--- config.mk ---
export PLATFORM = sky130hd
export DESIGN_NAME = sdio_evt_status
export DESIGN_NICKNAME = d
export VERILOG_FILES = /design/src/rtl/sdio_evt_status.sv
export SDC_FILE = /design/constraint.sdc
export NUM_CORES = 1
export LEC_CHECK = 0
export ABC_AREA = 1
export BUFFER_PORTS_ARGS = -buffer_cell sky130_fd_sc_hd__buf_2
export CAP_MARGIN = 20
export CORE_ASPECT_RATIO = 0.9
export CORE_UTILIZATION = 40
export DETAILED_ROUTE_END_ITERATION = 10
export SLEW_MARGIN = 20
export SYNTH_ARGS = -nofsm -noshare
export SYNTH_HDL_FRONTEND = slang
export SYNTH_SLANG_ARGS = --single-unit
--- constraint.sdc ---
create_clock -name clk -period 1.2 [get_ports clk]
set_input_delay 0.12 -clock clk [delete_from_list [all_inputs] [get_ports clk]]
set_output_delay 0.12 -clock clk [all_outputs]
set_load 0.1 [all_outputs]
--- src/rtl/sdio_evt_status.sv ---
module sdio_evt_status #(
  parameter int ADDR_W = 4,
  parameter int WC_W   = 16
) (
  input  logic              clk,
  input  logic              rst_n,
  input  logic              reg_valid,
  input  logic              reg_write,
  input  logic [ADDR_W-1:0] reg_addr,
  input  logic [31:0]       reg_wdata,
  output logic [31:0]       reg_rdata,
  input  logic [10:0]       evt_set,
  input  logic [10:0]       lvl_flags,
  input  logic              fifo_has_data,
  input  logic [WC_W-1:0]   word_count,
  output logic [1:0]        irq,
  output logic              xfer_hold
);
  localparam int EVT_W  = 11;
  localparam int STAT_W = 22;
  localparam int LVL_W  = STAT_W - EVT_W;
  localparam logic [EVT_W-1:0] EVT_KEEP = 11'h5FF;
  localparam logic [ADDR_W-1:0] A_STAT = 0;
  localparam logic [ADDR_W-1:0] A_CLR  = 1;
  localparam logic [ADDR_W-1:0] A_MSKA = 2;
  localparam logic [ADDR_W-1:0] A_MSKB = 3;
  localparam logic [ADDR_W-1:0] A_WCNT = 4;

  logic [EVT_W-1:0] sticky;
  logic [LVL_W-1:0] level;
  logic [31:0]      mask_a, mask_b;
  logic             hold;

  wire [STAT_W-1:0] status   = {level, sticky};
  wire              rd       = reg_valid & ~reg_write;
  wire              wr       = reg_valid & reg_write;
  wire              fifo_hit = reg_addr[ADDR_W-1];
  wire              clr_hit  = wr && reg_addr == A_CLR;
  wire [EVT_W-1:0]  clr_bits = clr_hit ? reg_wdata[EVT_W-1:0] : '0;
  wire              pop_ok   = rd & fifo_hit & fifo_has_data;
  wire              poll     = rd && !fifo_hit && (reg_addr == A_STAT || reg_addr == A_WCNT);

  always_ff @(posedge clk) begin
    if (!rst_n) begin
      sticky <= '0;
      level  <= '0;
      mask_a <= '0;
      mask_b <= '0;
      hold   <= 1'b0;
    end else begin
      sticky <= ((sticky & ~clr_bits) | evt_set) & EVT_KEEP;
      level  <= lvl_flags;
      if (wr && !fifo_hit && reg_addr == A_MSKA) mask_a <= reg_wdata;
      if (wr && !fifo_hit && reg_addr == A_MSKB) mask_b <= reg_wdata;
      if (pop_ok)    hold <= 1'b1;
      else if (poll) hold <= 1'b0;
    end
  end

  always_comb begin
    reg_rdata = '0;
    if (rd && !fifo_hit) begin
      case (reg_addr)
        A_STAT:  reg_rdata = {{(32-STAT_W){1'b0}}, status};
        A_MSKA:  reg_rdata = mask_a;
        A_MSKB:  reg_rdata = mask_b;
        A_WCNT:  reg_rdata = {{(32-WC_W){1'b0}}, word_count};
        default: reg_rdata = '0;
      endcase
    end
  end

  assign irq[0]    = |(status & mask_a[STAT_W-1:0]);
  assign irq[1]    = |(status & mask_b[STAT_W-1:0]);
  assign xfer_hold = hold;

  AST_EVT_SETS: assert property (@(posedge clk) disable iff (!rst_n)
    (|(evt_set & EVT_KEEP)) |=> ((sticky & $past(evt_set & EVT_KEEP)) == $past(evt_set & EVT_KEEP)));
  AST_STICKY_HOLDS: assert property (@(posedge clk) disable iff (!rst_n)
    !clr_hit |=> ((sticky & $past(sticky)) == $past(sticky)));
  AST_CLR_EXACT: assert property (@(posedge clk) disable iff (!rst_n)
    (clr_hit && evt_set == '0) |=> (sticky == ($past(sticky) & ~$past(reg_wdata[EVT_W-1:0]))));
  AST_RSVD_ZERO: assert property (@(posedge clk) disable iff (!rst_n)
    $past(rst_n) |-> !sticky[9]);
  AST_LVL_TRACK: assert property (@(posedge clk) disable iff (!rst_n)
    $past(rst_n) |-> level == $past(lvl_flags));
  AST_HOLD_SET: assert property (@(posedge clk) disable iff (!rst_n)
    pop_ok |=> xfer_hold);
  AST_HOLD_RELEASE: assert property (@(posedge clk) disable iff (!rst_n)
    poll |=> !xfer_hold);
endmodule

==> reports/metrics.yaml, run 1 <==
route:
  drt_iter0_drc: 284
  remaining_drc_errors: 0
  antenna_left: 0
  dr_total_vias: 5202
  wl_um: 16430
  vias_per_cell: 5.430
  routedWlPerCell_um: 17.15
  dr.pass1.iters: 5
global_route:
  grtUsageTotal: 0.2836
  gr-total-overflow: 0
  grt_pass1_vias: 5112
  grt_first_pass_wirelength_um: 25190
  grt_max_degree: 53
  antenna_found_initial: 1
  grt_util_met1: 0.3571
  use_met3: 0.05058
  grtUsageMet2: 0.4773
  grt-busiest-layer: "met2"
setup_path:
  cp.arrival_ns: 1.40
  r2r_end: "sticky[3]"
  rr_worst_depth: 4
  r2r_slack_ns: 0.36
  required_ns: 1.08
  critical_path_buf_inv_count: 1
  cp_cell_sequence: "nand2_1 > nand4_1 > nor2_2 > nand3_2 > buf_12"
  cpLargestDelayFamily: "simple AND/OR/NAND/NOR gates"
  reg2reg_from: "sticky[3]"
  critPathKind: "register to primary output"
  slowest_stage: "dfxtp_4"
  end_kind: "primary output"
  slowest_delay_ns: 0.36
  cp_max_fo: 3
  critPathLaunchType: "register"
layout:
  fin_nets: 902
  drive_gt1_frac: 0.4928
  area_delta_synth_final_pct: 78.41
  instances_no_fill: 958
  postLayoutCoreUtil: 0.7365
  fillCellCount: 727
timing:
  fin_ws_ns: -0.3183
  grt_setup_unrepaired: "yes"
  worstMarginPinSlew_ns: 0.4379
  period_needed_ns: 1.518
  post-route-period-util: 1.265
  setup_viol: 34
  hold_viol_final: 0
  final_max_slew_viol_count: 0
  fmax_mhz: 658.6
  clock_skew_ns: 0
  relSlewSlack: 0.7078
synthesis:
  synth_top_area_cell: "dfxtp_1"
  synthTopCellsByArea: "dfxtp_1, nand2_1, nor2_1"
  yosysMostFrequentCell: "nand2_1"
  synthFlopType: "dfxtp_1"
  yosysSeqAreaShare: 0.4070
  synth_nets: 740
  synth.top_cells.by_count: "nand2_1, nor2_1, dfxtp_1, o21ai_0, nand3_1"
  synthArstFlopShare: 0
  syn_avg_cell_area_um2: 6.400
  syn_area_mm2: 0.004230
  synth-edff-count: 0
  yosysTopAreaCellShare: 0.4070
  synth.distinct_cells: 20
  yosysWarnings: 0
  synth_seq_cells: 86
  syn_inst: 661
power:
  pwr-share-seq: 0.436
  peakVddDrop_v: 0.0008835
  total_power_mw: 6.842
  p_sw_frac: 0.2651
  pwr-share-clk: 0.420
  p_int_mw: 5.028
  p_leak_nw: 3.524
  power.density_mw_per_mm2: 906.6
  combinationalPowerShare: 0.144
  power.switching_mw: 1.814
placement:
  dp_cells: 906
  port-buffer-count: 112
  dpl.hpwl_um: 10090
  gp_congestion: 0.8544
clock_tree:
  cts_buffers: 9
  clockBufferDepth: 2
  cts_sinks: 86
  clk_latency_ns: 0.33
  clkSlewWorstSetupHoldPaths_ns: 0.06
  cts_tree: "done"
  cts_max_level: 3
  cts-root-buf: "clkbuf_16"
hold_path:
  worstHoldEndpoint: "sticky[8]"
  whs_path_depth: 3
  hp-start: "evt_set[8]"
  hold_path.class: "input pin to register"
floorplan:
  io_pins: 114
  die_w_um: 110.4
  die_h_um: 99.56
  start_util: 0.4128
  rows: 35
  dieArea_mm2: 0.01099
  core_area_mm2: 0.01025
run:
  max_cap_violations: 0
outcome:
  status: "finished with violations"
  violations: "negative setup slack"
-- final cells by class --
type	count	area, µm²	share of cell area
timing repair buffer	188	2026	0.2684
antenna	1	2.502	0.0003316
inverter	39	207.7	0.02752
tap	129	161.4	0.02139
sequential	86	1767	0.2341
timing repair inverter	2	32.53	0.004310
multi-input combinational	497	3043	0.4032
clock buffer	10	239.0	0.03166
clock inverter	6	68.82	0.009118
-- layout by cell type (no fill, tap or decap), types with 3 or more instances in the layout --
| cell type | synthesis | layout |
|---|---|---|
| buf_4 | 9 | 30 |
| nor3_1 | 32 | 31 |
| nand4_1 | 20 | 20 |
| buf_12 | 0 | 46 |
| o21ai_1 | 10 | 22 |
| buf_2 | 9 | 73 |
| buf_6 | 0 | 17 |
| inv_1 | 33 | 25 |
| o21ai_2 | 0 | 12 |
| buf_16 | 0 | 3 |
| clkbuf_16 | 0 | 10 |
| clkinvlp_4 | 0 | 8 |
| o21ai_0 | 54 | 30 |
| a21oi_1 | 23 | 12 |
| a21oi_4 | 0 | 10 |
| nand2_2 | 1 | 45 |
| buf_8 | 0 | 7 |
| nand2_4 | 1 | 36 |
| nand3_1 | 41 | 22 |
| nor2_4 | 4 | 26 |
| nand2_1 | 175 | 94 |
| dfxtp_2 | 0 | 30 |
| nor2_2 | 1 | 14 |
| dlygate4sd3_1 | 0 | 11 |
| nor2_1 | 134 | 99 |
| dfxtp_1 | 86 | 54 |
| nand3_2 | 0 | 18 |
-- layer usage --
| metal | part of all wire | wire length [µm] | up-vias |
|---|---|---|---|
| met3 | 0.079 | 1295 | 57 |
| met2 | 0.49 | 8014 | 291 |
| met4 | 0.038 | 624 | 0 |
| met1 | 0.40 | 6498 | 2395 |
| met5 | 0 | 0 | - |
| li1 | - | - | 2459 |
-- power by group through the flow --
stage / registers, mW / logic [mW] / clock network, mW
after floorplan: 3.03 / 0.362 / 0
after global placement: 3.03 / 0.705 / 0
after detailed placement: 3.03 / 0.713 / 0
after CTS: 2.98 / 0.878 / 2.88
after global routing: 2.99 / 1.04 / 3.01
final: 2.98 / 0.985 / 2.87
-- what timing repair did --
action / 4_1_cts / 5_1_grt
hold buffers: 11 / 0
pin swaps: 72 / 26
gates resized for setup: 175 / 116
cloned: 6 / 3
endpoints found under the setup margin: 35 / 92
hold endpoints to repair: 11 / 0
setup buffers: 11 / 6
-- metrics by stage --
step                      hold slack, ns  setup slack, ns  setup TNS, ns  area [µm²]
after floorplan                   0.2176          -0.3493         -8.987        4579
after global placement            0.3004          -0.1819         -10.36        5992
after detailed placement          0.3033          -0.2248         -13.61        5992
after CTS                       0.006098          -0.2726         -4.297        7143
after global routing             0.02490          -0.3452         -6.771        7547
final                            0.01226          -0.3183         -5.440        7547
-- worst max-delay path by stage --
stage	start	slack, ns	cells after the start	to
final	sticky[3]	-0.32	5	irq[1]
after global routing	level[6]	-0.35	5	irq[0]
after CTS	sticky[7]	-0.27	5	irq[0]
after detailed placement	reg_addr[3]	-0.22	9	reg_rdata[21]
after global placement	reg_addr[3]	-0.18	10	reg_rdata[4]
after floorplan	reg_addr[3]	-0.35	5	reg_rdata[26]
-- state kept, by name, summed over array words and instances (netlist names) --
signal and flops:
mask_a 32, mask_b 32, level 11, sticky 10, xfer_hold 1
-- tightest hold or removal path: stages --
cell     delay, ns
buf_2         0.09
inv_1         0.04
a21oi_1       0.05
-- logic make-up (layout without fill, tap and decap cells) --
group,count (synthesis),count (layout),share of synthesized area
simple gates,410,410,0.4102
other cells,0,1,0
flops,86,86,0.4070
compound gates,87,87,0.1029
buf+inv,78,245,0.07985
(Power assumes the default switching activity.)
==> run 2: changes to the inputs <==
--- a/config.mk
+++ b/config.mk
@@ -5,7 +5,6 @@
 export SDC_FILE = /design/constraint.sdc
 export NUM_CORES = 1
 export LEC_CHECK = 0
-export ABC_AREA = 1
 export BUFFER_PORTS_ARGS = -buffer_cell sky130_fd_sc_hd__buf_2
 export CAP_MARGIN = 20
 export CORE_ASPECT_RATIO = 0.9
==> run 2 against run 1 <==
Compared with the run above:
- the run still ends with negative setup slack left
- synthesized cell count fell by 25%
- global-route usage rose by 4.2 points
- sequential power barely moved
- core utilization rose by 4.5 points
- largest power group unchanged
- clock-buffer cell count rose by 3
- combinational power rose by 7%
- die area rose by 0.15%
- highest routed layer unchanged
- cell area rose by 6.5%
==> reports/metrics.yaml, run 2 <==
synthesis:
  syn_avg_cell_area_um2: 8.559  # +34%
  synth.distinct_cells: 33  # +65%
  synth.top_cells.by_count: "dfxtp_1, nand3_1, a21boi_1, o21ai_0, o21ai_1"
  yosysTopAreaCellShare: 0.4064  # -0.0006010
  synth_top_area_cell: "dfxtp_1"
  synth_seq_cells: 86  # unchanged
  yosysMostFrequentCell: "dfxtp_1"
  syn_area_mm2: 0.004237  # +0.15%
  synthArstFlopShare: 0  # unchanged
  synth-edff-count: 0  # unchanged
  syn_inst: 495  # -25%
  synthFlopType: "dfxtp_1"
  yosysSeqAreaShare: 0.4064  # -0.0006010
  yosysWarnings: 0  # unchanged
  synthTopCellsByArea: "dfxtp_1, nand3_1, a21boi_1"
  synth_nets: 574  # -22%
timing:
  fin_ws_ns: -0.7033  # -0.3850 ns
  final_max_slew_viol_count: 0  # unchanged
  worstMarginPinSlew_ns: 0.4772  # +0.03928 ns
  period_needed_ns: 1.903  # +0.3850 ns
  grt_setup_unrepaired: "yes"
  hold_viol_final: 0  # unchanged
  post-route-period-util: 1.586  # +0.3209
  clock_skew_ns: 0  # unchanged
  fmax_mhz: 525.4  # -20%
  timing.hold.ws_ns: 0.01332  # +0.001068 ns
  setup_viol: 64  # +88%
  relSlewSlack: 0.6819  # -0.02586
floorplan:
  die_h_um: 99.64  # about the same
  core_area_mm2: 0.01029  # +0.43%
  rows: 35  # unchanged
  start_util: 0.4117  # -0.001149
  die_w_um: 110.5  # about the same
  io_pins: 114  # unchanged
  dieArea_mm2: 0.01101  # +0.15%
route:
  routedWlPerCell_um: 21.67  # +26%
  remaining_drc_errors: 0  # unchanged
  wl_um: 18530  # +13%
  vias_per_cell: 6.164  # +14%
  antenna_left: 0  # unchanged
  dr_total_vias: 5270  # +1.3%
  drt_iter0_drc: 701  # +150%
  dr.pass1.iters: 7  # +2
setup_path:
  reg2reg_from: "sticky[7]"
  end_kind: "primary output"
  r2r_end: "sticky[7]"
  cp.arrival_ns: 1.78  # +0.38 ns
  critPathKind: "register to primary output"
  r2r_slack_ns: 0.25  # -0.11 ns
  required_ns: 1.08  # about the same
  cp_max_fo: 2  # -1
  rr_worst_depth: 5  # +1
  critPathLaunchType: "register"
power:
  p_leak_nw: 2.950  # -16%
  power.density_mw_per_mm2: 844.6  # -6.8%
  peakVddDrop_v: 0.0008240  # -6.7%
clock_tree:
  clkSlewWorstSetupHoldPaths_ns: 0.06  # about the same
  cts-root-buf: "clkbuf_16"
  cts_max_level: 3  # unchanged
  cts_tree: "done"
  clk_latency_ns: 0.35  # +0.02 ns
  clockBufferDepth: 2  # unchanged
  cts_buffers: 9  # unchanged
  cts_sinks: 86  # unchanged
placement:
  dpl.hpwl_um: 10070  # -0.14%
  dp_cells: 785  # -13%
  port-buffer-count: 112  # unchanged
  gp_congestion: 0.8957  # +4.8%
hold_path:
  whs_path_depth: 2  # -1
  hp-start: "lvl_flags[3]"
  hold_path.class: "input pin to register"
  worstHoldEndpoint: "level[3]"
global_route:
  grt_first_pass_wirelength_um: 28060  # +11%
  antenna_found_initial: 0  # -1
  grt_max_degree: 87  # +64%
  grtUsageTotal: 0.3256  # +0.04203
  grt_pass1_vias: 5177  # +1.3%
  gr-total-overflow: 0  # unchanged
layout:
  final_cell_mix: "buf_2, nand3_1, buf_4, buf_12, dfxtp_1"
  area_delta_synth_final_pct: 89.72
  fin_nets: 800  # -11%
  instances_no_fill: 855  # -11%
  reg_top3: "mask_a (32), mask_b (32), level (11)"
  diodes: 0  # -1
  fillCellCount: 646  # -11%
  layout.cells.most_common: "buf_2"
  drive_gt1_frac: 0.5331  # +0.04030
outcome:
  violations: "negative setup slack"
  status: "finished with violations"
run:
  max_cap_violations: 0  # unchanged
## run 2: cell count changes after synthesis, moves of 22 or more
cell / change
a21boi_1: +45
nor2_1: -116
nand3_1: +27
a222oi_1: +24
nor3_1: -32
inv_1: -22
nand2_1: -160
a22oi_1: +28
## run 2: per-layer routing
metal,routed length [µm],up-vias,share of wire,global-route usage
met5,0,-,0,0
met4,505,0,0.027,0.1221
met3,1588,51,0.086,0.07861
met2,8676,334,0.47,0.5184
met1,7759,2543,0.42,0.4286
li1,-,2342,-,-
## run 2: layout make-up
type / instances / area, µm² / share of cell area
clock buffers: 13 / 270.3 / 0.03362
clock inverters: 3 / 17.52 / 0.002179
inverters: 11 / 41.29 / 0.005137
multi-input cells: 347 / 2764 / 0.3439
flip-flops and latches: 86 / 1770 / 0.2203
well taps: 129 / 161.4 / 0.02008
repair buffers: 266 / 3013 / 0.3748
## run 2: kinds of logic after synthesis
| logic type | Yosys count | synth area share |
|---|---|---|
| flip-flops | 86 | 0.4064 |
| buffers and inverters | 62 | 0.07738 |
| AO/OA/AOI/OAI | 219 | 0.3517 |
| AND/OR/NAND/NOR | 128 | 0.1645 |
## run 2: timing repair
action | in CTS | in global routing
gates resized for setup | 111 | 53
endpoints found under the hold margin | 17 | 1
hold buffers | 17 | 1
setup buffers | 18 | 9
endpoints found under the setup margin | 49 | 67
pin swaps | 79 | 64
gates cloned | 14 | 0
## run 2: worst max path at each step
stage,slack (ns),cells past startpoint,start,end
finish,-0.70,4,level[3],irq[1]
CTS,-0.69,4,level[3],irq[1]
floorplan,-0.44,5,reg_addr[1],reg_rdata[13]
detailed placement,-0.46,7,reg_addr[0],reg_rdata[27]
global route,-0.75,4,level[3],irq[1]
global placement,-0.44,7,reg_addr[0],reg_rdata[30]
## run 2: power by group
part	switching [mW]	total [mW]	internal [mW]
Clock	1.19	2.75	1.57
Sequential	0.0686	2.98	2.91
Combinational	0.515	1.05	0.537
Total	1.77	6.79	5.02
## run 2: per-stage QoR
stage               power (mW)    util  TNS [ns]  setup slack (ns)  cell area, µm²
floorplan                3.390       -    -12.92           -0.4379            4626
global placement         3.789  0.6274    -27.23           -0.4445            6456
detailed placement       3.799  0.6274    -29.62           -0.4638            6456
CTS                      6.709  0.7557    -15.46           -0.6884            7777
global route             7.005  0.7810    -19.10           -0.7522            8038
finish                   6.789  0.7810    -17.18           -0.7033            8038
## run 2: critical path, cell delays in order (launching register included)
cell	delay, ns
dfxtp_2	0.32
a222oi_1	0.34
nand3_1	0.18
or3_4	0.42
buf_12	0.18
